**src/rtl/esu_pkg.sv**
```systemverilog
// Package: shared types and constants for the edge timestamp capture unit.
// Assumes: nothing beyond IEEE 1800-2017.
package esu_pkg;
    typedef enum logic {
        EDGE_FALL = 1'b0,
        EDGE_RISE = 1'b1
    } edge_dir_e;

    localparam int unsigned ESU_MIN_STAGES = 2;
endpackage

```
**src/rtl/esu_sync.sv**
```systemverilog
// Module: multi-stage synchronizer that brings an asynchronous level into clk.
// Assumes: STAGES >= 2; every stage resets to RST_VAL so no edge appears at reset.
module esu_sync #(
    parameter int unsigned STAGES  = 2,
    parameter logic        RST_VAL = 1'b1
) (
    input  logic clk,
    input  logic rst_n,
    input  logic din,
    output logic dout
);
    logic [STAGES-1:0] chain_q;

    // Shift the raw level through the synchronizer chain.
    always_ff @(posedge clk) begin
        if (!rst_n) chain_q <= {STAGES{RST_VAL}};
        else        chain_q <= {chain_q[STAGES-2:0], din};
    end

    assign dout = chain_q[STAGES-1];
endmodule

```
**src/rtl/esu_filter.sv**
```systemverilog
// Module: glitch filter. The output takes a new level only when TAPS consecutive
// samples (the live one plus TAPS-1 stored ones) agree. Bypassed when en is low.
// Assumes: TAPS >= 2; din is already synchronous to clk.
module esu_filter #(
    parameter int unsigned TAPS = 4
) (
    input  logic clk,
    input  logic rst_n,
    input  logic en,
    input  logic din,
    output logic dout
);
    localparam int unsigned HIST_W = TAPS - 1;

    logic [HIST_W-1:0] hist_q;
    logic [TAPS-1:0]   window;
    logic              filt_q;

    assign window = {hist_q, din};

    // Keep the last TAPS-1 samples of the input.
    always_ff @(posedge clk) begin
        if (!rst_n) hist_q <= {HIST_W{1'b1}};
        else        hist_q <= {hist_q[HIST_W-2:0], din};
    end

    // Update the filtered level once the whole window agrees.
    always_ff @(posedge clk) begin
        if (!rst_n)           filt_q <= 1'b1;
        else if (&window)     filt_q <= 1'b1;
        else if (!(|window))  filt_q <= 1'b0;
    end

    assign dout = en ? filt_q : din;

    // The filtered level only moves to a value the input and the history both carried.
    p_filter_agree_r1: assert property (@(posedge clk) disable iff (!rst_n)
        !$stable(filt_q) |-> (($past(din) == filt_q) && ($past(hist_q[HIST_W-1]) == filt_q)));
endmodule

```
**src/rtl/esu_capture.sv**
```systemverilog
// Module: edge detector, timestamp register and sticky flag with interrupt.
// Assumes: level is synchronous to clk; the previous-level register resets high,
// which matches the reset level of the filter, so reset creates no edge.
module esu_capture #(
    parameter int unsigned CNT_W = 16
) (
    input  logic             clk,
    input  logic             rst_n,
    input  logic             level,
    input  logic             rise_sel,
    input  logic             top_sel,
    input  logic [CNT_W-1:0] count_in,
    input  logic             irq_en,
    input  logic             flag_clr,
    output logic [CNT_W-1:0] cap_q,
    output logic             flag_q,
    output logic             irq
);
    import esu_pkg::*;

    edge_dir_e dir;
    logic      prev_q;
    logic      rose, fell, evt;

    assign dir  = edge_dir_e'(rise_sel);
    assign rose = level & ~prev_q;
    assign fell = ~level & prev_q;
    assign evt  = !top_sel && ((dir == EDGE_RISE) ? rose : fell);

    // Remember the level of the last cycle for edge detection.
    always_ff @(posedge clk) begin
        if (!rst_n) prev_q <= 1'b1;
        else        prev_q <= level;
    end

    // Latch the counter on a qualified edge.
    always_ff @(posedge clk) begin
        if (!rst_n)   cap_q <= '0;
        else if (evt) cap_q <= count_in;
    end

    // Sticky flag; a capture takes priority over a clear.
    always_ff @(posedge clk) begin
        if (!rst_n)        flag_q <= 1'b0;
        else if (evt)      flag_q <= 1'b1;
        else if (flag_clr) flag_q <= 1'b0;
    end

    assign irq = flag_q & irq_en;

    p_edge_dir_r3: assert property (@(posedge clk) disable iff (!rst_n)
        evt |-> (level == rise_sel) && (prev_q != rise_sel));
    p_cap_copy_r4: assert property (@(posedge clk) disable iff (!rst_n)
        evt |=> (cap_q == $past(count_in)));
    p_flag_set_r5: assert property (@(posedge clk) disable iff (!rst_n)
        evt |=> flag_q);
    p_flag_hold_r6: assert property (@(posedge clk) disable iff (!rst_n)
        (flag_q && !flag_clr) |=> flag_q);
    p_cap_wins_r7: assert property (@(posedge clk) disable iff (!rst_n)
        (evt && flag_clr) |=> flag_q);
    p_top_block_r8: assert property (@(posedge clk) disable iff (!rst_n)
        (top_sel && !flag_q) |=> ($stable(cap_q) && !flag_q));
endmodule

```
**src/rtl/edge_stamp_unit.sv**
```systemverilog
// Module: top of the edge timestamp capture unit. It chains the synchronizer,
// the optional glitch filter and the capture stage.
// Assumes: count_in is synchronous to clk; control inputs are quasi-static.
module edge_stamp_unit #(
    parameter int unsigned CNT_W       = 16,
    parameter int unsigned SYNC_STAGES = 2,
    parameter int unsigned FILT_TAPS   = 4
) (
    input  logic             clk,
    input  logic             rst_n,
    input  logic             pin_raw,
    input  logic [CNT_W-1:0] count_in,
    input  logic             filt_en,
    input  logic             rise_sel,
    input  logic             irq_en,
    input  logic             flag_clr,
    input  logic             top_is_cap,
    output logic [CNT_W-1:0] cap_val,
    output logic             cap_flag,
    output logic             cap_irq
);
    logic pin_sync;
    logic pin_level;

    esu_sync #(.STAGES(SYNC_STAGES), .RST_VAL(1'b1)) u_sync (
        .clk  (clk),
        .rst_n(rst_n),
        .din  (pin_raw),
        .dout (pin_sync)
    );

    esu_filter #(.TAPS(FILT_TAPS)) u_filt (
        .clk  (clk),
        .rst_n(rst_n),
        .en   (filt_en),
        .din  (pin_sync),
        .dout (pin_level)
    );

    esu_capture #(.CNT_W(CNT_W)) u_cap (
        .clk     (clk),
        .rst_n   (rst_n),
        .level   (pin_level),
        .rise_sel(rise_sel),
        .top_sel (top_is_cap),
        .count_in(count_in),
        .irq_en  (irq_en),
        .flag_clr(flag_clr),
        .cap_q   (cap_val),
        .flag_q  (cap_flag),
        .irq     (cap_irq)
    );
endmodule

```
**config.mk**
```make
export PLATFORM = sky130hd
export DESIGN_NAME = edge_stamp_unit
export DESIGN_NICKNAME = d
export VERILOG_FILES = /design/src/rtl/esu_pkg.sv /design/src/rtl/esu_sync.sv /design/src/rtl/esu_filter.sv /design/src/rtl/esu_capture.sv /design/src/rtl/edge_stamp_unit.sv
export SDC_FILE = /design/constraint.sdc
export NUM_CORES = 1
export LEC_CHECK = 0
export ABC_CLOCK_PERIOD_IN_PS = 3200
export BUFFER_PORTS_ARGS = -buffer_cell sky130_fd_sc_hd__buf_2
export CAP_MARGIN = 10
export CORE_UTILIZATION = 45
export DETAILED_ROUTE_END_ITERATION = 10
export GPL_TIMING_DRIVEN = 1
export PLACE_DENSITY = 0.77
export SLEW_MARGIN = 15
export SYNTH_ARGS = -nofsm -noshare
export SYNTH_HDL_FRONTEND = slang
export SYNTH_SLANG_ARGS = --single-unit
```
**constraint.sdc**
```tcl
create_clock -name clk -period 3.2 [get_ports clk]
set_input_delay 0.16 -clock clk [delete_from_list [all_inputs] [get_ports clk]]
set_output_delay 0.16 -clock clk [all_outputs]
set_load 0.02 [all_outputs]
```
==> results.cfg <==
[final_layout]
final.fill_count = 187
n_antenna_cell = 0
area_growth_pct = 26.5
nets = 159
drive_gt1_frac = 0.343

[drt]
drt_iter0_markers = 6
wl_um = 1580
drt_first_pass_iters = 4
route.met2.wl_um = 678
routed.top_layer = met4
vias = 725
drc_errors = 0
dr_wl_met3_um = 117
ant_nets = 0
viasPerCell = 4.50
wl_per_cell_um = 9.84
wl_met1_um = 759

[clocking]
cts_buffers = 3
cts-root-buf = clkbuf_4
ctsResizeCount = 0
cts_tree = yes
cts.sinks = 24
htreeDepth = 1
insertion_delay_ns = 0.32
cts_setup_buffers = 0
cts_hold_buf = 0
clk_path_buf_depth = 2
clk_pin_slew_ns = 0.12

[setup_path]
crit_required_ns = 3.42
slowest_stage = mux2_4
critPathLaunchType = register
worst_path_largest_cell_delay_ns = 0.46
criticalPathCategory = register to register
cp-end-kind = register
crit_path_cell_trace = mux2i_1 -> mux2_4 -> o21a_1
critPathTopFamily = multiplexers
cp.buffers_inverters = 0
cp.arrival_ns = 1.56
crit_path_max_fanout = 17

[synthesis]
ys_ff_latch = 24
seq_area_frac_synth = 0.520
syn_avg_cell_area_um2 = 9.73
synthCells = 95
synth_fp_nets = 119
netlist_area_um2 = 925
synth.distinct_cells = 17
ys.warnings.count = 0

[timing]
relSlewSlack = 0.591
tightest_slew_ns = 0.614
setup_violations = 0
slew_viol_final = 0
fin_setup_tns_ns = 0
hold_violations = 0
skew_ns = 0.0132
hold_ws_ns = 0.0184
post-route-min-period_ns = 1.34
rsz0062_at_grt = false
finalCritPeriodShare = 0.420
max_freq_mhz = 745

[placed_design]
dp_hpwl_um = 1110
place_congestion = 0.654
port_buffers = 41

[global_routing]
grt_max_degree = 41
grt_first_pass_wirelength_um = 2270
grt_pass1_vias = 573
grt_usage = 0.146
overflow = 0
antenna_found_initial = 0

[worst_hold_path]
hold_class = primary input to register

[floorplan]
ioPinCount = 42
num_rows = 16
die_w_um = 47.3
dieHeight_um = 47.3
coreArea_um2 = 1940
initial_utilization = 0.476
die_area_um2 = 2240

[job]
maxCapViolations = 0

[pwr]
ir_drop_mv = 0.313
power_density_nw_per_um2 = 480
p_leak_nw = 0.526
total_power_w = 0.000561

[status]
status = finished clean
layer usage:
metal | global-route usage | vias to the layer above
li1 | - | 383
met1 | 0.182 | 305
met2 | 0.233 | 34
met3 | 0.0385 | 3
met4 | 0.0686 | 0
met5 | 0 | -
layout by cell type (no fill, tap or decap):
cell and n:
mux2_4 1, a21oi_1 1, bufinv_16 1, clkbuf_4 3, mux2i_1 17, nand2b_1 5, nor3b_1 2, o21a_1 1
o21ai_0 1, and2_1 1, nor2b_1 1, dfxtp_1 24, nand2_1 33, or3_1 1, buf_2 41, a31oi_1 1
cell type report:
type	count	area (um2)	area share
clock buffer	3	22.5	0.0193
clock inverter	1	30.0	0.0257
multi-input combinational	65	398	0.340
sequential	24	480	0.411
tap	27	33.8	0.0289
timing repair buffer	41	205	0.175
cell usage after synthesis:
master    instances  area, um2
o21a_1            1       7.51
nand2b_1          5       31.3
or3_1             1       6.26
clkbuf_1          3       11.3
nor2b_1           1       6.26
o21ai_0           1       5.00
mux2i_1          17        170
a31oi_1           1       6.26
nor3b_1           2       15.0
nand2_1          33        124
buf_6             1       11.3
buf_12            1       20.0
dfxtp_1          24        480
and2_1            1       6.26
a21oi_1           1       5.00
buf_1             1       3.75
mux2_4            1       15.0
kinds of logic after synthesis:
kind of cell           after synthesis  share of synthesized area
buffers and inverters                6                     0.0501
AO/OA/AOI/OAI                        4                     0.0257
AND/OR/NAND/NOR                     43                      0.204
flip-flops                          24                      0.520
multiplexers                        18                      0.200
worst reg2reg max path, cell delays in order (launching register included):
cell and delay [ns]:
dfxtp_1 0.35, mux2i_1 0.23, mux2_4 0.46, o21a_1 0.22
worst paths after layout:
check	start	to	slack, ns	depth (start not counted)
worst max-delay path	u_filt.filt_q	u_cap.flag_q	1.86	3
worst min-delay path	pin_raw	u_sync.chain_q[0]	0.02	2
worst max register to register	u_filt.filt_q	u_cap.flag_q	1.86	3
worst min register to register	u_sync.chain_q[0]	u_sync.chain_q[1]	0.42	1
flip-flops by register name, indices dropped and copies added (netlist names):
name,cells
u_cap.cap_q,16
u_filt.hist_q,3
u_sync.chain_q,2
u_cap.flag_q,1
u_cap.prev_q,1
u_filt.filt_q,1
per-stage QoR:
stage / instance area, um2 / std cells / util / setup WS (ns)
after global routing: 1170 / 161 / 0.602 / 1.80
after global placement: 1120 / 157 / 0.575 / 1.91
after floorplan: 925 / 95 / - / 1.82
final: 1170 / 161 / 0.602 / 1.86
after CTS: 1170 / 161 / 0.602 / 1.84
after detailed placement: 1120 / 157 / 0.575 / 1.87
power by group:
part | leakage, nW | switching (W) | internal [W]
Clock | 0.0279 | 0.0000908 | 0.000127
Sequential | 0.194 | 0.00000215 | 0.000303
Combinational | 0.303 | 0.0000198 | 0.0000184
No activity file was read; power rests on OpenSTA's default activity.
